File: src/rtl/lutmul_pkg.sv
package lutmul_pkg;

    // Per-nibble lookup control produced by the encoder.
    typedef struct packed {
        logic       zero;   // nibble is all zeros
        logic [1:0] shamt;  // trailing-zero count, 0..3
        logic [2:0] addr;   // index of odd multiple (odd-1)/2
    } nib_ctl_t;

    localparam int NIB_W  = 4;
    localparam int N_NIBS = 2;
    localparam int N_ODD  = 8;

endpackage

File: src/rtl/lutmul_nib_enc.sv
module lutmul_nib_enc
    import lutmul_pkg::*;
(
    input  logic [NIB_W-1:0] nib,
    output nib_ctl_t         ctl
);

    always_comb begin
        ctl.zero = (nib == '0);
        if (nib[0])      ctl.shamt = 2'd0;
        else if (nib[1]) ctl.shamt = 2'd1;
        else if (nib[2]) ctl.shamt = 2'd2;
        else             ctl.shamt = 2'd3;
        unique case (ctl.shamt)
            2'd0: ctl.addr = nib[3:1];
            2'd1: ctl.addr = {1'b0, nib[3:2]};
            2'd2: ctl.addr = {2'b00, nib[3]};
            2'd3: ctl.addr = 3'd0;
        endcase
    end

endmodule

File: src/rtl/lutmul_odd_rom.sv
module lutmul_odd_rom
    import lutmul_pkg::*;
#(
    parameter int           W     = 8,
    parameter logic [W-1:0] COEF  = '1,
    parameter int           PORTS = 2
) (
    input  logic [PORTS-1:0][2:0]   rd_addr,
    output logic [PORTS-1:0][W+3:0] rd_word_n
);

    localparam int WP = W + NIB_W;

    logic [WP-1:0] tbl_n [N_ODD];

    // Words are kept bit-inverted; the zero-force stage restores them.
    for (genvar i = 0; i < N_ODD; i++) begin : g_entry
        assign tbl_n[i] = ~(WP'(COEF) * WP'(2 * i + 1));
    end

    for (genvar p = 0; p < PORTS; p++) begin : g_port
        assign rd_word_n[p] = tbl_n[rd_addr[p]];
    end

endmodule

File: src/rtl/lutmul_nib_path.sv
module lutmul_nib_path
    import lutmul_pkg::*;
#(
    parameter int W = 8
) (
    input  logic [W+3:0] word_n,
    input  nib_ctl_t     ctl,
    output logic [W+3:0] part
);

    localparam int WP     = W + NIB_W;
    localparam int STAGES = 2;

    logic [WP-1:0] stg [STAGES+1];

    // Inverting zero-force stage: zero flag wins, otherwise true-form word.
    assign stg[0] = ctl.zero ? '0 : ~word_n;

    // Logarithmic shifter: stage k shifts by 2**k.
    for (genvar k = 0; k < STAGES; k++) begin : g_shift
        assign stg[k+1] = ctl.shamt[k] ? (stg[k] << (1 << k)) : stg[k];
    end

    assign part = stg[STAGES];

endmodule

File: src/rtl/lutmul_top.sv
module lutmul_top
    import lutmul_pkg::*;
#(
    parameter int           W    = 8,
    parameter logic [W-1:0] COEF = 8'd173,
    parameter int           PIPE = 1
) (
    input  logic         clk,
    input  logic         rst_n,
    input  logic         in_valid,
    input  logic [7:0]   in_x,
    output logic         out_valid,
    output logic [W+7:0] out_prod
);

    localparam int WP = W + NIB_W;
    localparam int WO = W + 8;

    nib_ctl_t                    ctl  [N_NIBS];
    logic [N_NIBS-1:0][2:0]      addr;
    logic [N_NIBS-1:0][WP-1:0]   word_n;
    logic [WP-1:0]               part [N_NIBS];

    for (genvar h = 0; h < N_NIBS; h++) begin : g_half
        lutmul_nib_enc u_enc (
            .nib (in_x[h*NIB_W +: NIB_W]),
            .ctl (ctl[h])
        );
        assign addr[h] = ctl[h].addr;
        lutmul_nib_path #(.W(W)) u_path (
            .word_n (word_n[h]),
            .ctl    (ctl[h]),
            .part   (part[h])
        );
    end

    lutmul_odd_rom #(.W(W), .COEF(COEF), .PORTS(N_NIBS)) u_rom (
        .rd_addr   (addr),
        .rd_word_n (word_n)
    );

    logic          st_v;
    logic [WP-1:0] st_lo, st_hi;

    if (PIPE != 0) begin : g_pipe
        always_ff @(posedge clk) begin
            if (!rst_n) begin
                st_v  <= 1'b0;
                st_lo <= '0;
                st_hi <= '0;
            end else begin
                st_v <= in_valid;
                if (in_valid) begin
                    st_lo <= part[0];
                    st_hi <= part[1];
                end
            end
        end
    end else begin : g_nopipe
        assign st_v  = in_valid;
        assign st_lo = part[0];
        assign st_hi = part[1];
    end

    logic [WO-1:0] sum;
    assign sum = {st_hi, 4'b0000} + {4'b0000, st_lo};

    always_ff @(posedge clk) begin
        if (!rst_n) begin
            out_valid <= 1'b0;
            out_prod  <= '0;
        end else begin
            out_valid <= st_v;
            if (st_v) out_prod <= sum;
        end
    end

endmodule

File: config.mk
export PLATFORM = sky130hd
export DESIGN_NAME = lutmul_top
export DESIGN_NICKNAME = d
export VERILOG_FILES = /design/src/rtl/lutmul_pkg.sv /design/src/rtl/lutmul_nib_enc.sv /design/src/rtl/lutmul_odd_rom.sv /design/src/rtl/lutmul_nib_path.sv /design/src/rtl/lutmul_top.sv
export SDC_FILE = /design/constraint.sdc
export NUM_CORES = 1
export LEC_CHECK = 0
export CAP_MARGIN = 20
export CORE_AREA = 2 2 74 76
export CTS_BUF_LIST = sky130_fd_sc_hd__clkbuf_8
export DETAILED_ROUTE_END_ITERATION = 8
export DIE_AREA = 0 0 76 78
export GPL_ROUTABILITY_DRIVEN = 1
export PLACE_DENSITY = 0.88
export SYNTH_ARGS = -nofsm -noshare
export SYNTH_HDL_FRONTEND = slang
export SYNTH_HIERARCHICAL = 1
export SYNTH_SLANG_ARGS = --single-unit
File: constraint.sdc
create_clock -name clk -period 2.3 [get_ports clk]
set_input_delay 0.345 -clock clk [delete_from_list [all_inputs] [get_ports clk]]
set_output_delay 0.345 -clock clk [all_outputs]
set_load 0.02 [all_outputs]
Word level (Yosys, flattened, before mapping)
Memories as Yosys holds them, arrays and structs flattened.
Cells that the tools add are included.
Storage, ports and cells
  bits in registers: 42
  bits in read-only memories: 192
  input port bits: 11
  output and inout port bits: 17
  word-level logic and storage cells: 42
  memories: 2
Memory list
  (name not given): depth 8, bits a word 12, read ports 1, clocked after memory_dff 0, wr ports 0, line lutmul_odd_rom.sv:22  | assign rd_word_n[p] = tbl_n[rd_addr[p]];
  (name not given): depth 8, bits a word 12, read ports 1, clocked after memory_dff 0, wr ports 0, line lutmul_odd_rom.sv:22
Cells by class
  add/subtract/negate cells: 1
  order comparisons: 2
  equality and inequality tests: 6
  mux-type cells: 18
  bitwise gates (word level): 4
  reduce and logical (&&, ||, !) cells: 4
Operators by type and width (number)
  2-to-1 mux 12 bit: 10
  inverter 12 bit: 2
  one-hot mux 3 bit (4 select lines): 2
  adder 16 x 12 -> 16 bit: 1
  equality test 2 bit, second input constant: 4
  greater-or-equal comparator 4 bit, second input constant: 2
  zero test 4 bit: 2
  2-to-1 mux 2 bit: 4
  inverter 3 -> 4 bit: 2
  equality test 2 x 1 -> 1 bit, second input constant: 2
  zero test 2 bit: 2
  2-to-1 mux 1 bit: 2

Logic depth before layout (Yosys ltp)
  word-level depth: 13
  mapped depth: 10
  gate-level depth less buffers: 10

Hierarchy
Netlist, hierarchy kept.
Modules (own cells, without submodules)
  lutmul_top: instances 1, cells an instance 199, area each 1913.1 um^2, seq. area each 840.8 um^2
  lutmul_nib_path: instances 2, cells an instance 30, area each 291.5 um^2, seq. area each 0.0 um^2
  lutmul_odd_rom: instances 1, cells an instance 47, area each 370.4 um^2, seq. area each 0.0 um^2
  lutmul_nib_enc: instances 2, cells an instance 11, area each 57.6 um^2, seq. area each 0.0 um^2

Least setup slack after synthesis
Ideal clock, no wire load.
  kind: input-to-reg
  start point: in in_x[3]
  end point: reg st_lo[8]
  library setup time: 0.065 ns
  data arrival time: 2.033 ns
  data required time: 2.235 ns
  setup slack: 0.201 ns
  cell stages on the path: 10
  buffers on the path: 0
  cells stage by stage: nand2_1 > o21ai_0 > inv_1 > ha_1 > nor2_1 > a21oi_1 > mux2_2 > o22ai_1 > mux2i_1 > nor2_1
RTL lines
  start, declared: line lutmul_top.sv:11  | input logic [7:0] in_x,
  end signal, assigned: line lutmul_top.sv:54  | st_lo <= part[0];
  end, declared: line lutmul_top.sv:43  | logic [WP-1:0] st_lo, st_hi;

==> results.txt <==
The path type of the worst setup path is input pin to flop. The count of flip-flops with a built-in enable after synthesis came out at 0. Averaged over all synthesized cells, the footprint is approximately 9 um2. The setup slack at placement is -0.290 ns. The congestion estimate from routability-driven global placement came to 0.840. The final count of negative-setup-slack endpoints came out at 0. In this run the most critical hold path is launched from out_prod[10]$_SDFFE_PN0P_.

The async set or reset register ratio after synthesis is 0%. The mux contribution to synthesized area came out at between 20% and 30%. In the final routing, the length of wire on met1 measures approximately 2700 um. Clock-pin slew was measured on the worst setup and hold paths at about 0.09 ns. TritonCTS built the clock tree. The worst register-to-register path ends at out_prod[14]$_SDFFE_PN0P_. The die covers between 0.005 and 0.006 mm2. The endpoint class of the critical path is a flop. The area of the placeable core is around 0.0050 mm2.

The most used flip-flop cell after synthesis is dfxtp_1. The reg-to-reg critical path startpoint is st_hi[0]$_SDFFE_PN0P_. In the routed layout, each cell is associated on average with a via count of roughly 5.6. After technology mapping, the gate count stands at between 300 and 400. Routed signal wires occupy layers up through met4.

Counting instances, the worst hold path has a depth of 2. The first-iteration detailed-routing DRC count came out at 104. Power spread over the standard cell area amounts to roughly 530 mW/mm2.

The H-tree was split into 2 levels. The worst setup path is launched from an input pin. The analysis attributes to cell leakage a power of around 1.5 nW.

The largest family of logic cells by synthesized area is multiplexers. After Yosys synthesis, full adders, half adders and majority gates account for a little under a tenth of the synthesized area. The final layout net count is 400. The minimum clock period is approximately 2.2 ns. The cell area that synthesis handed to floorplanning was between 0.002 and 0.003 mm2. The register-to-register setup slack came out at 0.19 ns. The clock net in this run drives a total of 42 sinks. The number of gates given a new drive strength after cts came out at 0. The total area of sequential cells is 841 um2. The area added between synthesis and finish is 18.4%. The I/O pin total came out at 28. The sum of overflow across all layers after global routing is 0. The post-route netlist has 22.0% of its cells at a drive strength greater than 1. The combined area of the multi-input logic cells is approximately 0.0020 mm2. Sorting the synthesized cells by area gives the leading types as dfxtp_1 28%, mux2i_1 11%, ha_1 8.4%, mux2_4 7.6%, nor2_1 5.4%. The first global-routing pass estimated around 11,000 um of wire.

The average wire length per cell after detail routing is between 10 and 15 um. The number of storage elements in the synthesis netlist came out at 42. Timing would allow up to approximately 0.46 GHz.

The cell taking the most area after synthesis is dfxtp_1. The number of distinct standard cells referenced by the synthesized netlist is 50. The path with the worst hold slack has its endpoint at out_prod[10]$_SDFFE_PN0P_. The routed wire length is about 6000 um. For this run, the total global-route usage over all layers was measured as 21.1%. The number of standard-cell rows in the floorplan is 26. The share of the synthesized netlist area taken by xor and xnor gates is between 1.5 and 2%. The worst vdd rail ir drop is approximately 0.00050 V. The worst path arrival time is 2.42 ns. The total count of hold-check failures in the final report came out at 0. The remaining number of nets flagged by the antenna check after routing is 0.

Entering global routing, the biggest net connects 30 pins. The final setup slack of the worst path came out at around 0.13 ns. The die is 78 um tall. Detailed routing placed a total of roughly 3100 um of wire on met2.

CTS placed an instance of clkbuf_8 at the clock tree root. Once the floorplan was initialized, standard cells occupied 59.1% of the core. The initial antenna violation count is 0.

By count the netlist is led by 43 x nor2_1, 42 x dfxtp_1, 33 x mux2i_1. The area fraction in and, or, nand and nor cells after synthesis came out at between 10% and 20%. The number of pins with negative max-slew slack in the final report was 0. No sink is reached through more buffers than the 2 on the longest clock path. The total CTS buffers is 5. Of the available clock period, the critical path in the final layout requires between 90% and 100%. The run finished with clean final reports. The final-layout fill cell count came out at a little under 400. Post-CTS timing repair inserted 0 buffers for setup.

The number of warning messages in the yosys log came out at 6. The register area share after synthesis is between 20 and 30%. Of the post-synthesis cell area, the dominant cell type holds about 28%.

The chip width is 76 um. The length in cells of the worst reg-to-reg path came out at 6. The total power draw came out at about 1.9 mW. Setup repair after global routing left no endpoint under its margin.

The worst hold-check path type is flop to flop. The worst-path maximum fanout is 4. The met3 wire length is approximately 240 um.

The number of global-route vias before repair is between 2,000 and 2,500. By instance count, the leading cell after synthesis is nor2_1. The estimated wirelength of the detail-placed design is approximately 4600 um. The number of inserted diodes came out at 0. The required time of the critical path came out at ~2.6 ns. The post-route DRC violation count is 0. The via total after detailed routing came out at approximately 2,500. Summing the areas of all compound-gate instances in the mapped netlist gives approximately 17% of the synthesized area. For the final database, setup skew stands at 0.0110 ns. The later pin in the worst-skew pair is clocked with a latency of roughly 0.30 ns. The number of buffers inserted for hold repair after clock tree synthesis is 0. Across the run, the number of max-cap violations was 0. The number of detailed-route iterations in the first pass came out at 4. The number of I/O port buffers came out at 27.
==> area by class of cell <==
type,instances,share of cell area [%]
multi-input combinational,254,56.0
sequential,42,23.8
timing repair buffer,55,14.1
tap,70,2.48
clock buffer,5,1.95
inverter,10,1.06
clock inverter,3,0.602
==> where the power goes <==
part	internal, mW	total (mW)	switching (mW)
Sequential	0.774	0.809	0.0348
Combinational	0.293	0.589	0.296
Clock	0.214	0.487	0.274
Total	1.28	1.89	0.605
==> logic make-up after synthesis <==
logic type,count (synthesis)
compound gates,69
xor+xnor,6
fa+ha+maj,21
buf+inv,33
flops,42
mux,58
other cells,1
simple gates,98
==> cell usage in the layout, fill, tap and decap left out, types with 5 or more instances in the layout <==
| master | Yosys | routed |
|---|---|---|
| nand2_1 | 16 | 16 |
| clkbuf_8 | 0 | 5 |
| mux2_4 | 15 | 15 |
| buf_4 | 8 | 27 |
| nand3_1 | 9 | 9 |
| nor3_1 | 7 | 7 |
| ha_1 | 20 | 19 |
| mux2i_1 | 33 | 33 |
| clkdlybuf4s50_1 | 0 | 25 |
| a21oi_1 | 14 | 14 |
| o22ai_1 | 14 | 14 |
| mux2_2 | 8 | 8 |
| o21ai_0 | 13 | 11 |
| dfxtp_1 | 42 | 42 |
| inv_1 | 10 | 9 |
| nor2_1 | 43 | 43 |
==> metal layers <==
layer	GRT usage [%]	up-vias
li1	-	1248
met1	25.1	1142
met2	38.7	58
met3	4.53	8
met4	5.64	0
met5	0	-
==> worst max path at each step <==
stage,start,to,slack [ns],cells after the start
global placement,in_x[3],st_lo[11]$_SDFFE_PN0P_,-0.18,11
detailed placement,in_x[0],st_lo[8]$_SDFFE_PN0P_,-0.29,11
floorplan,in_x[3],st_lo[8]$_SDFFE_PN0P_,0.20,10
finish,in_x[3],st_lo[11]$_SDFFE_PN0P_,0.13,11
CTS,in_x[0],st_lo[11]$_SDFFE_PN0P_,0.05,11
global route,in_x[3],st_lo[8]$_SDFFE_PN0P_,0.002,11
==> stage by stage <==
step | cells | hold slack [ns] | TNS (ns) | utilization (%) | area, um2
floorplan | 329 | 0.460 | 0 | - | 2990
global placement | 431 | 0.441 | -2.14 | 67.8 | 3420
detailed placement | 431 | 0.464 | -3.46 | 67.8 | 3420
CTS | 439 | 0.478 | 0 | 69.6 | 3510
global route | 439 | 0.512 | 0 | 70.0 | 3530
finish | 439 | 0.474 | 0 | 70.0 | 3530
==> sequential cells by signal (all words and copies together) (netlist names) <==
signal / flops
st_lo: 12
out_valid: 1
st_hi: 12
st_v: 1
out_prod: 16
==> critical path: stages <==
cell and delay (ns):
clkdlybuf4s50_1 0.52, nand2b_1 0.08, a21oi_2 0.15, inv_1 0.07, ha_1 0.35, nor2_1 0.08
a21o_1 0.17, mux2_4 0.27, o22ai_1 0.19, mux2i_1 0.10, nor2_1 0.09
(Power assumes the default switching activity.)
